==> config.mk <==
export PLATFORM = sky130hd
export DESIGN_NAME = bank_addr_decoder
export DESIGN_NICKNAME = d
export VERILOG_FILES = /design/src/rtl/bad_pkg.sv /design/src/rtl/bank_capture.sv /design/src/rtl/mem_select.sv /design/src/rtl/io_select.sv /design/src/rtl/boot_overlay.sv /design/src/rtl/bank_addr_decoder.sv
export SDC_FILE = /design/constraint.sdc
export NUM_CORES = 1
export LEC_CHECK = 0
export ABC_AREA = 1
export BUFFER_PORTS_ARGS = -buffer_cell sky130_fd_sc_hd__buf_2
export CAP_MARGIN = 20
export CORE_MARGIN = 3
export CORE_UTILIZATION = 36
export CTS_CLUSTER_SIZE = 12
export DETAILED_ROUTE_END_ITERATION = 7
export GPL_TIMING_DRIVEN = 0
export PLACE_DENSITY_LB_ADDON = 0.12
export SLEW_MARGIN = 20
export SYNTH_ARGS = -nofsm -noshare
export SYNTH_HDL_FRONTEND = slang
export SYNTH_SLANG_ARGS = --single-unit
export TNS_END_PERCENT = 10
==> constraint.sdc <==
create_clock -name clk -period 1.1 [get_ports clk]
set_input_delay 0.055 -clock clk [delete_from_list [all_inputs] [get_ports clk]]
set_output_delay 0.055 -clock clk [all_outputs]
set_load 0.01 [all_outputs]
==> src/rtl/bad_pkg.sv <==
`timescale 1ns/1ps
package bad_pkg;
  localparam int BANK_W   = 8;
  localparam int ADDR_W   = 16;
  localparam int FULL_W   = BANK_W + ADDR_W;
  localparam int GRP_W    = 2;
  localparam int CHIP_W   = 3;
  localparam int GRP_LSB  = FULL_W - GRP_W;
  localparam int CHIP_LSB = GRP_LSB - CHIP_W;

  typedef logic [FULL_W-1:0] full_addr_t;

  typedef struct packed {
    logic rd;         // 1 = read cycle
    logic mem_valid;  // vda | vpa
    logic io_valid;   // vda only
  } cyc_t;
endpackage

==> src/rtl/bank_capture.sv <==
`timescale 1ns/1ps
module bank_capture #(
  parameter int W = 8
) (
  input  logic         clk,
  input  logic         rst_n,
  input  logic         phi2,
  input  logic [W-1:0] bus_in,
  output logic [W-1:0] bank_q
);
  always_ff @(posedge clk or negedge rst_n) begin
    if (!rst_n)     bank_q <= '0;
    else if (!phi2) bank_q <= bus_in;
  end

  assert_load_low_R1: assert property (@(posedge clk) disable iff (!rst_n)
    !phi2 |=> bank_q == $past(bus_in));
  assert_hold_high_R1: assert property (@(posedge clk) disable iff (!rst_n)
    phi2 |=> $stable(bank_q));
endmodule

==> src/rtl/mem_select.sv <==
`timescale 1ns/1ps
module mem_select
  import bad_pkg::*;
#(
  parameter int MEM_GROUPS = 3
) (
  input  logic                  clk,
  input  logic                  rst_n,
  input  logic                  phi2,
  input  logic [GRP_W-1:0]      grp,
  input  logic [CHIP_W-1:0]     chip,
  input  cyc_t                  cyc,
  input  logic                  block_ram,
  output logic [MEM_GROUPS-1:0] oe_n,
  output logic [MEM_GROUPS-1:0] we_n,
  output logic [(1<<CHIP_W)-1:0] ce_n
);
  localparam int CHIPS = 1 << CHIP_W;

  logic mem_on;
  assign mem_on = cyc.mem_valid && (int'(grp) < MEM_GROUPS) && !block_ram;

  for (genvar g = 0; g < MEM_GROUPS; g++) begin : g_grp
    assign oe_n[g] = !(mem_on &&  cyc.rd         && grp == GRP_W'(g));
    assign we_n[g] = !(mem_on && !cyc.rd && phi2 && grp == GRP_W'(g));
  end

  for (genvar i = 0; i < CHIPS; i++) begin : g_chip
    assign ce_n[i] = !(mem_on && chip == CHIP_W'(i));
  end

  assert_one_chip_R5: assert property (@(posedge clk) disable iff (!rst_n)
    $countones(~ce_n) <= 1);
  assert_we_phase_R4: assert property (@(posedge clk) disable iff (!rst_n)
    !phi2 |-> &we_n);
  assert_rw_excl_R3: assert property (@(posedge clk) disable iff (!rst_n)
    !((&oe_n) == 1'b0 && (&we_n) == 1'b0));
endmodule

==> src/rtl/io_select.sv <==
`timescale 1ns/1ps
module io_select
  import bad_pkg::*;
#(
  parameter int NUM_IO   = 4,
  parameter int IO_GROUP = 3,
  parameter int BLK_W    = 7
) (
  input  logic              clk,
  input  logic              rst_n,
  input  logic [GRP_W-1:0]  grp,
  input  logic [BLK_W-1:0]  blk,
  input  logic              io_valid,
  output logic [NUM_IO-1:0] sel_n
);
  logic in_io;
  assign in_io = io_valid && grp == GRP_W'(IO_GROUP);

  for (genvar k = 0; k < NUM_IO; k++) begin : g_win
    assign sel_n[k] = !(in_io && blk == BLK_W'(k));
  end

  assert_one_win_R7: assert property (@(posedge clk) disable iff (!rst_n)
    $onehot0(~sel_n));
endmodule

==> src/rtl/boot_overlay.sv <==
`timescale 1ns/1ps
module boot_overlay
  import bad_pkg::*;
#(
  parameter full_addr_t CTRL_ADDR = 24'hFF_FFF0
) (
  input  logic       clk,
  input  logic       rst_n,
  input  logic       phi2,
  input  full_addr_t full,
  input  cyc_t       cyc,
  input  logic       wr_bit,
  output logic       overlay_on
);
  logic ctrl_wr;
  assign ctrl_wr = cyc.io_valid && !cyc.rd && phi2 && full == CTRL_ADDR;

  always_ff @(posedge clk or negedge rst_n) begin
    if (!rst_n)       overlay_on <= 1'b1;
    else if (ctrl_wr) overlay_on <= wr_bit;
  end

  assert_ctrl_load_R9: assert property (@(posedge clk) disable iff (!rst_n)
    ctrl_wr |=> overlay_on == $past(wr_bit));
  assert_ctrl_hold_R9: assert property (@(posedge clk) disable iff (!rst_n)
    !ctrl_wr |=> $stable(overlay_on));
endmodule

==> src/rtl/bank_addr_decoder.sv <==
`timescale 1ns/1ps
module bank_addr_decoder
  import bad_pkg::*;
#(
  parameter int         MEM_GROUPS = 3,
  parameter int         NUM_IO     = 4,
  parameter int         IO_BLK_LSB = 15,
  parameter full_addr_t CTRL_ADDR  = 24'hFF_FFF0
) (
  input  logic                   clk,
  input  logic                   rst_n,
  input  logic                   phi2,
  input  logic [BANK_W-1:0]      bus_d,
  input  logic [ADDR_W-1:0]      addr,
  input  logic                   rw,
  input  logic                   vda,
  input  logic                   vpa,
  output logic [MEM_GROUPS-1:0]  grp_oe_n,
  output logic [MEM_GROUPS-1:0]  grp_we_n,
  output logic [(1<<CHIP_W)-1:0] chip_ce_n,
  output logic                   rom_ce_n,
  output logic [NUM_IO-1:0]      io_sel_n
);
  localparam int BLK_W    = GRP_LSB - IO_BLK_LSB;
  localparam int IO_GROUP = (1 << GRP_W) - 1;

  logic [BANK_W-1:0] bank_q;
  logic              overlay_on;
  logic              bank0_hit;
  full_addr_t        full;
  cyc_t              cyc;

  assign full          = {bank_q, addr};
  assign cyc.rd        = rw;
  assign cyc.mem_valid = vda | vpa;
  assign cyc.io_valid  = vda;
  assign bank0_hit     = overlay_on && bank_q == '0;
  assign rom_ce_n      = !(cyc.mem_valid && bank0_hit && rw);

  bank_capture #(.W(BANK_W)) u_bank (
    .clk(clk), .rst_n(rst_n), .phi2(phi2), .bus_in(bus_d), .bank_q(bank_q));

  boot_overlay #(.CTRL_ADDR(CTRL_ADDR)) u_ovl (
    .clk(clk), .rst_n(rst_n), .phi2(phi2), .full(full), .cyc(cyc),
    .wr_bit(bus_d[0]), .overlay_on(overlay_on));

  mem_select #(.MEM_GROUPS(MEM_GROUPS)) u_mem (
    .clk(clk), .rst_n(rst_n), .phi2(phi2),
    .grp(full[FULL_W-1:GRP_LSB]), .chip(full[GRP_LSB-1:CHIP_LSB]),
    .cyc(cyc), .block_ram(bank0_hit),
    .oe_n(grp_oe_n), .we_n(grp_we_n), .ce_n(chip_ce_n));

  io_select #(.NUM_IO(NUM_IO), .IO_GROUP(IO_GROUP), .BLK_W(BLK_W)) u_io (
    .clk(clk), .rst_n(rst_n),
    .grp(full[FULL_W-1:GRP_LSB]), .blk(full[GRP_LSB-1:IO_BLK_LSB]),
    .io_valid(cyc.io_valid), .sel_n(io_sel_n));

  assert_rom_excl_R8: assert property (@(posedge clk) disable iff (!rst_n)
    !rom_ce_n |-> (&chip_ce_n && &grp_oe_n && &grp_we_n));
  assert_no_strobe_R6: assert property (@(posedge clk) disable iff (!rst_n)
    (!vda && !vpa) |-> (&chip_ce_n && rom_ce_n && &io_sel_n));
  assert_io_vda_R7: assert property (@(posedge clk) disable iff (!rst_n)
    !vda |-> &io_sel_n);
endmodule

==> run_summary.xml, run 1 <==
<?xml version="1.0" encoding="UTF-8"?>
<metrics>
  <group name="status">
    <metric name="result_of_the_run" unit="">finished, violations left</metric>
    <metric name="failed_checks" unit="">setup timing</metric>
  </group>
  <group name="global_routing">
    <metric name="grt_max_degree" unit="">11</metric>
    <metric name="grt_pass1_wl" unit="um">3010</metric>
    <metric name="initial_antenna_violation_count" unit="">0</metric>
    <metric name="grt_util_all_layers" unit="">0.153</metric>
    <metric name="overflow" unit="">0</metric>
    <metric name="first_global_vias" unit="">763</metric>
  </group>
  <group name="floorplan">
    <metric name="die_h" unit="um">49.5</metric>
    <metric name="fp.coreArea" unit="sq um">1760</metric>
    <metric name="number_of_placement_rows" unit="">15</metric>
    <metric name="floorplan.die.width" unit="um">49.5</metric>
    <metric name="boundaryPins" unit="">49</metric>
    <metric name="floorplan.initialDensity" unit="">0.387</metric>
    <metric name="dieArea" unit="sq um">2450</metric>
  </group>
  <group name="critical_path">
    <metric name="rrSetupSlack" unit="ns">0</metric>
    <metric name="crit_path_start_kind" unit="">flip-flop</metric>
    <metric name="critPathCaptureType" unit="">output port</metric>
    <metric name="timing.setup.critical_path_class" unit="">flip-flop to output port</metric>
    <metric name="rr_endpoint" unit="">u_ovl.overlay_on$_DFFE_PN1P_</metric>
    <metric name="critical_path_arrival" unit="ns">1.45</metric>
    <metric name="wp_data_required" unit="ns">1.04</metric>
    <metric name="worst-path-max-fanout" unit="">6</metric>
    <metric name="r2r.worst_path.cells" unit="">8</metric>
    <metric name="worstReg2RegStart" unit="">u_bank.bank_q[3]$_DFFE_PN0N_</metric>
  </group>
  <group name="detailed_routing">
    <metric name="finalWirelength" unit="um">1870</metric>
    <metric name="pre_repair_dr_iteration_count" unit="">4</metric>
    <metric name="drcViolationCount" unit="">0</metric>
    <metric name="wl_per_cell" unit="um">9.68</metric>
    <metric name="routed_via_density" unit="">4.43</metric>
    <metric name="drt-initial-drc-count" unit="">14</metric>
    <metric name="final_antenna_net_count" unit="">0</metric>
    <metric name="num_vias" unit="">855</metric>
  </group>
  <group name="sta">
    <metric name="worst_pin_slew" unit="ns">0.272</metric>
    <metric name="timing_max_transition_violations_final" unit="">0</metric>
    <metric name="setup_failing_eps_final" unit="">19</metric>
    <metric name="timing.hold.ws" unit="ns">0.00811</metric>
    <metric name="finalWorstSetupSlack" unit="ns">-0.407</metric>
    <metric name="hold_viol_final" unit="">0</metric>
    <metric name="clock.fmax" unit="MHz">663</metric>
    <metric name="worst_clock_skew" unit="ns">0.00218</metric>
    <metric name="slew_headroom" unit="">0.817</metric>
    <metric name="grt_setup_unrepaired" unit="">true</metric>
    <metric name="finalCriticalPeriod" unit="ns">1.51</metric>
    <metric name="final_min_period_over_clock_period" unit="">1.37</metric>
  </group>
  <group name="pwr">
    <metric name="power.ir.vdd_worst" unit="mV">0.685</metric>
    <metric name="combinationalPowerShare" unit="">0.298</metric>
    <metric name="power.clock.fraction" unit="">0.266</metric>
    <metric name="p_leak" unit="uW">0.000524</metric>
    <metric name="power.share.sequential" unit="">0.436</metric>
    <metric name="p_sw_frac" unit="">0.334</metric>
    <metric name="internal_power" unit="uW">619</metric>
    <metric name="areal_power_density_over_the_cells" unit="nW/um^2">889</metric>
    <metric name="total_switching_power" unit="uW">310</metric>
  </group>
  <group name="clock_network">
    <metric name="cts-buffers-inserted" unit="">3</metric>
    <metric name="cts_buffer_depth" unit="">2</metric>
    <metric name="clkTransAtPathRegs" unit="ns">0.06</metric>
    <metric name="clk_latency" unit="ns">0.25</metric>
    <metric name="root_buffer" unit="">sky130_fd_sc_hd__clkbuf_4</metric>
    <metric name="clock_sink_count" unit="">9</metric>
    <metric name="clock_tree.htree_level_count" unit="">1</metric>
    <metric name="cts_tree" unit="">yes</metric>
  </group>
  <group name="place">
    <metric name="postPlaceCellArea" unit="sq um">953</metric>
    <metric name="placed_cells" unit="">186</metric>
    <metric name="gp_congestion" unit="">0.825</metric>
    <metric name="buffer_ports.inserted" unit="">48</metric>
    <metric name="detailed_place_hpwl" unit="um">1550</metric>
  </group>
  <group name="min_path">
    <metric name="kind_of_path_behind_the_tightest_hold_check" unit="">input port to flip-flop</metric>
    <metric name="whs_path_cells" unit="">3</metric>
    <metric name="worstHoldEndpoint" unit="">u_bank.bank_q[4]$_DFFE_PN0N_</metric>
    <metric name="worstHoldStart" unit="">bus_d[4]</metric>
  </group>
  <group name="synth">
    <metric name="ys_ff_latch" unit="">9</metric>
    <metric name="seq_area_frac_synth" unit="">0.332</metric>
    <metric name="synth-warning-count" unit="">0</metric>
    <metric name="syn_area" unit="sq um">682</metric>
    <metric name="post_synth_inst_count" unit="">113</metric>
    <metric name="synth.lib_cells_used.distinct" unit="">17</metric>
    <metric name="syn-num-nets" unit="">143</metric>
    <metric name="syn_avg_cell_area" unit="sq um">6.03</metric>
  </group>
  <group name="cells_and_area">
    <metric name="area_delta_synth_final" unit="%">53.2</metric>
    <metric name="design.final.nets" unit="">199</metric>
    <metric name="drive_gt1_frac" unit="">0.429</metric>
    <metric name="final_core_util" unit="">0.592</metric>
    <metric name="multi_input_area" unit="sq um">415</metric>
    <metric name="nFillCells" unit="">210</metric>
    <metric name="final-seq-area" unit="sq um">229</metric>
    <metric name="finish.instance_area" unit="sq um">1040</metric>
    <metric name="insertedDiodeCount" unit="">0</metric>
    <metric name="non_filler_instance_count_after_layout" unit="">193</metric>
  </group>
  <group name="run">
    <metric name="max_cap_viol_count" unit="">0</metric>
  </group>
</metrics>
==> how the worst max path moves through the flow <==
stage | startpoint | to | slack [ns] | cells past startpoint
floorplan | u_ovl.overlay_on$_DFFE_PN1P_ | chip_ce_n[0] | 0.002 | 6
global placement | u_ovl.overlay_on$_DFFE_PN1P_ | chip_ce_n[0] | -0.13 | 7
detailed placement | u_bank.bank_q[4]$_DFFE_PN0N_ | io_sel_n[0] | -0.17 | 5
CTS | u_bank.bank_q[4]$_DFFE_PN0N_ | io_sel_n[0] | -0.45 | 5
global route | u_ovl.overlay_on$_DFFE_PN1P_ | grp_we_n[0] | -0.52 | 7
finish | u_bank.bank_q[6]$_DFFE_PN0N_ | chip_ce_n[6] | -0.41 | 6
==> worst max-delay path: stages (launching register included) <==
cell	delay, ns
sky130_fd_sc_hd__dfrtp_1	0.44
sky130_fd_sc_hd__nor2_1	0.21
sky130_fd_sc_hd__nand4_1	0.14
sky130_fd_sc_hd__nand2_2	0.15
sky130_fd_sc_hd__nor2_2	0.07
sky130_fd_sc_hd__nand2_1	0.06
sky130_fd_sc_hd__buf_2	0.13
==> synth_stat cells (all sizes together) <==
master,instances,share of area
a21oi,1,0.0073
buf,1,0.0073
dfrtp,8,0.29
dfstp,1,0.039
inv,18,0.099
nand2,41,0.23
nand3,6,0.044
nand4,6,0.055
nor2,22,0.14
nor3,1,0.0073
nor3b,1,0.018
nor4,1,0.0092
o21ai,6,0.044
==> metal layers <==
layer / GRT usage / routed length [um]
met1: 0.203 / 892
met3: 0.0272 / 143
met2: 0.253 / 802
met5: 0 / 0
met4: 0.0461 / 29
==> cell families after synthesis <==
group / synth area share
compound gates: 0.0514
flops: 0.332
buf+inv: 0.106
simple gates: 0.510
==> power by group through the flow <==
stage	Sequential, uW	Combinational (uW)	Clock (uW)
2_1_floorplan	391	148	0
3_3_place_gp	398	251	0
3_5_place_dp	399	255	0
4_1_cts	393	264	255
5_1_grt	411	313	273
6_report	405	277	247
==> placed cells by master (no fill, tap or decap), drive strengths merged <==
cell,Yosys,final
buf,1,49
nand2,41,41
nor2,22,22
inv,18,18
dfrtp,8,8
nand4,6,6
nand3,6,6
o21ai,6,6
clkbuf,0,4
dlygate4sd3,0,3
nor4,1,1
nor3b,1,1
nor3,1,1
a21oi,1,1
dfstp,1,1
==> what timing repair did <==
item | CTS | global route
endpoints found under the setup margin | 19 | 20
resized for setup | 0 | 9
setup buffers | 0 | 0
endpoints found under the hold margin | 11 | 0
hold buffers | 3 | 0
pin swaps | 0 | 3
==> layout make-up <==
class,instances,area share
clock buffers,4,0.0251
plain buffers,1,0.00479
inverters,18,0.0647
multi-input cells,85,0.398
well taps,25,0.0299
repair buffers,51,0.259
flip-flops and latches,9,0.219
==> sequential cells by signal (all words and copies together), names as in the netlist <==
name,flops
u_bank.bank_q,8
u_ovl.overlay_on,1
==> per-stage QoR <==
stage          setup TNS (ns)  power [uW]  setup slack (ns)
4_1_cts                 -7.96         912            -0.454
5_1_grt                 -9.45         997            -0.517
3_3_place_gp            -2.33         649            -0.134
6_report                -7.30         929            -0.407
2_1_floorplan               0         539           0.00238
3_5_place_dp            -2.49         654            -0.168
(Power assumes the default switching activity.)
==> run 2, diff against run 1 <==
- CORE_UTILIZATION: 36 -> 39
- HOLD_SLACK_MARGIN: unset -> 0.03
- clock period: 1.1 -> 1.4 ns (I/O delays scaled with it)
==> run_summary.xml, run 2 (synthesis gave the netlist of run 1 again) <==
<?xml version="1.0" encoding="UTF-8"?>
<metrics>
  <group name="critical_path">
    <metric name="cell_breakdown_of_the_critical_path" unit="">inv_2 &gt; nor3_2 &gt; nand4_1 &gt; nand2_2 &gt; inv_2 &gt; nand3_1 &gt; buf_2</metric>
    <metric name="worst-path-max-fanout" unit="">4</metric>
    <metric name="path_delay_family" unit="">flip-flops</metric>
    <metric name="timing.setup.critical_path_class" unit="">flip-flop to output port</metric>
    <metric name="timing.critical_path.buf_inv" unit="">3</metric>
    <metric name="crit_path_start_kind" unit="">flip-flop</metric>
    <metric name="critPathCaptureType" unit="">output port</metric>
    <metric name="worst_path_max_delay_cell" unit="">sky130_fd_sc_hd__dfstp_2</metric>
    <metric name="critical_path.most_common_cell" unit="">sky130_fd_sc_hd__inv_2</metric>
    <metric name="cp_slowest_stage_delay" unit="ns">0.52</metric>
    <metric name="critical_path_arrival" unit="ns">1.46</metric>
    <metric name="wp_data_required" unit="ns">1.33</metric>
  </group>
  <group name="place">
    <metric name="placement.setup.worst_slack" unit="ns">0.0918</metric>
    <metric name="detailed_place_hpwl" unit="um">1580</metric>
    <metric name="gp_congestion" unit="">0.824</metric>
    <metric name="buffer_ports.inserted" unit="">48</metric>
  </group>
  <group name="pwr">
    <metric name="power.ir.vdd_worst" unit="mV">0.479</metric>
    <metric name="fin_total_pwr" unit="uW">785</metric>
    <metric name="areal_power_density_over_the_cells" unit="nW/um^2">692</metric>
    <metric name="p_leak" unit="uW">0.000566</metric>
  </group>
  <group name="floorplan">
    <metric name="number_of_placement_rows" unit="">14</metric>
    <metric name="fp.coreArea" unit="sq um">1580</metric>
    <metric name="floorplan.die.width" unit="um">47.8</metric>
    <metric name="die_h" unit="um">47.8</metric>
    <metric name="boundaryPins" unit="">49</metric>
    <metric name="dieArea" unit="sq um">2290</metric>
    <metric name="floorplan.initialDensity" unit="">0.433</metric>
  </group>
  <group name="detailed_routing">
    <metric name="routed_via_density" unit="">4.85</metric>
    <metric name="finalWirelength" unit="um">2130</metric>
    <metric name="pre_repair_dr_iteration_count" unit="">4</metric>
    <metric name="final_antenna_net_count" unit="">0</metric>
    <metric name="drcViolationCount" unit="">0</metric>
    <metric name="drt-initial-drc-count" unit="">9</metric>
    <metric name="num_vias" unit="">932</metric>
    <metric name="wl_per_cell" unit="um">11.1</metric>
  </group>
  <group name="clock_network">
    <metric name="clock_tree.htree_level_count" unit="">1</metric>
    <metric name="cts-buffers-inserted" unit="">3</metric>
    <metric name="cts_tree" unit="">yes</metric>
    <metric name="root_buffer" unit="">sky130_fd_sc_hd__clkbuf_4</metric>
    <metric name="clock_sink_count" unit="">9</metric>
    <metric name="clkTransAtPathRegs" unit="ns">0.06</metric>
    <metric name="clk_latency" unit="ns">0.26</metric>
    <metric name="cts_buffer_depth" unit="">2</metric>
  </group>
  <group name="sta">
    <metric name="clock.fmax" unit="MHz">652</metric>
    <metric name="timing_max_transition_violations_final" unit="">0</metric>
    <metric name="finalWorstSetupSlack" unit="ns">-0.134</metric>
    <metric name="worst_clock_skew" unit="ns">0.00394</metric>
    <metric name="finalCriticalPeriod" unit="ns">1.53</metric>
    <metric name="setup_failing_eps_final" unit="">19</metric>
    <metric name="grt_setup_unrepaired" unit="">true</metric>
    <metric name="worst_pin_slew" unit="ns">0.258</metric>
    <metric name="final_min_period_over_clock_period" unit="">1.10</metric>
    <metric name="slew_headroom" unit="">0.827</metric>
    <metric name="hold_viol_final" unit="">0</metric>
  </group>
  <group name="cells_and_area">
    <metric name="most_frequent_standard_cell_in_the_layout_excluding_fill_and_tap_cells" unit="">sky130_fd_sc_hd__buf_2</metric>
    <metric name="design.final.nets" unit="">207</metric>
    <metric name="insertedDiodeCount" unit="">0</metric>
    <metric name="largest_register_ffs" unit="">8</metric>
    <metric name="commonest_non_fill_non_tap_cells_in_the_layout" unit="">49 x sky130_fd_sc_hd__buf_2, 38 x sky130_fd_sc_hd__nand2_1, 13 x sky130_fd_sc_hd__inv_1, 13 x sky130_fd_sc_hd__nor2_1</metric>
    <metric name="drive_gt1_frac" unit="">0.483</metric>
    <metric name="multi_input_area" unit="sq um">445</metric>
    <metric name="area_delta_synth_final" unit="%">66.2</metric>
    <metric name="register_with_the_most_flip_flops" unit="">u_bank.bank_q</metric>
    <metric name="reg.largest.list" unit="">u_bank.bank_q (8), u_ovl.overlay_on (1)</metric>
    <metric name="nFillCells" unit="">141</metric>
    <metric name="final-seq-area" unit="sq um">231</metric>
  </group>
  <group name="global_routing">
    <metric name="grt_pass1_wl" unit="um">3110</metric>
    <metric name="grt_max_degree" unit="">11</metric>
    <metric name="first_global_vias" unit="">830</metric>
    <metric name="grt_util_all_layers" unit="">0.191</metric>
    <metric name="overflow" unit="">0</metric>
    <metric name="initial_antenna_violation_count" unit="">0</metric>
  </group>
  <group name="status">
    <metric name="result_of_the_run" unit="">finished, violations left</metric>
    <metric name="failed_checks" unit="">setup timing</metric>
  </group>
  <group name="run">
    <metric name="max_cap_viol_count" unit="">0</metric>
  </group>
  <group name="min_path">
    <metric name="kind_of_path_behind_the_tightest_hold_check" unit="">input port to flip-flop</metric>
  </group>
</metrics>
[run 2: changes by cell type in the layout (fill, tap and decap cells not counted), moves of 2 or more]
cell,before,now
sky130_fd_sc_hd__nor2_1,15,13
sky130_fd_sc_hd__dlygate4sd3_1,3,6
sky130_fd_sc_hd__nand3_2,0,3
sky130_fd_sc_hd__nand3_1,6,3
sky130_fd_sc_hd__buf_4,0,5
sky130_fd_sc_hd__dfrtp_2,2,4
sky130_fd_sc_hd__dfrtp_1,6,4
[run 2: what timing repair did]
| item | 4_1_cts | 5_1_grt |
|---|---|---|
| setup buffers | 4 | 1 |
| hold buffers | 6 | 0 |
| pin swaps | 5 | 4 |
| setup endpoints to repair | 19 | 19 |
| resized for setup | 7 | 11 |
| hold endpoints to repair | 14 | 0 |
[run 2: area by class of cell]
class | instances | share of cell area
multi-input cells | 85 | 0.393
inverters | 18 | 0.0596
flip-flops and latches | 9 | 0.204
repair buffers | 59 | 0.298
well taps | 16 | 0.0177
plain buffers | 1 | 0.00442
clock buffers | 4 | 0.0232
[run 2: through the flow]
step	TNS, ns	std cells	area, sq um	utilization	hold WS [ns]
after floorplan	0	113	682	-	-0.226
final	-2.04	192	1130	0.719	0.0413
after global placement	0	177	942	0.598	-0.0765
after detailed placement	0	177	942	0.598	-0.0751
after global routing	-3.60	192	1130	0.719	0.0525
after CTS	-1.84	191	1090	0.689	0.0355
[run 2: tightest hold or removal path, stage by stage]
cell,delay (ns)
sky130_fd_sc_hd__buf_2,0.08
sky130_fd_sc_hd__nand2_1,0.04
sky130_fd_sc_hd__o21ai_1,0.07
[run 2: path summary, 6_finish.rpt]
path | from | endpoint | slack [ns] | cells past startpoint
min in group asynchronous | rst_n | u_bank.bank_q[5]$_DFFE_PN0N_ | 0.19 | 2
max reg2reg | u_bank.bank_q[4]$_DFFE_PN0N_ | u_ovl.overlay_on$_DFFE_PN1P_ | 0.30 | 8
min | bus_d[4] | u_bank.bank_q[4]$_DFFE_PN0N_ | 0.04 | 3
max | u_ovl.overlay_on$_DFFE_PN1P_ | grp_we_n[2] | -0.13 | 7
min reg2reg | u_bank.bank_q[2]$_DFFE_PN0N_ | u_bank.bank_q[2]$_DFFE_PN0N_ | 0.57 | 2
max in group asynchronous | rst_n | u_ovl.overlay_on$_DFFE_PN1P_ | 0.97 | 2
[run 2: routing by layer]
layer	global-route usage	part of all wire	up-vias
met3	0.0226	0.061	2
met1	0.226	0.44	416
li1	-	-	477
met4	0.0968	0.0080	0
met5	0	0	-
met2	0.335	0.49	37
[run 2: report_power, final]
part | total, uW | internal (uW) | switching (uW) | leakage, uW
combinational | 264 | 122 | 142 | 0.000447
sequential | 323 | 283 | 40.2 | 0.000103
clock | 198 | 110 | 87.9 | 0.0000150
total | 785 | 514 | 270 | 0.000566
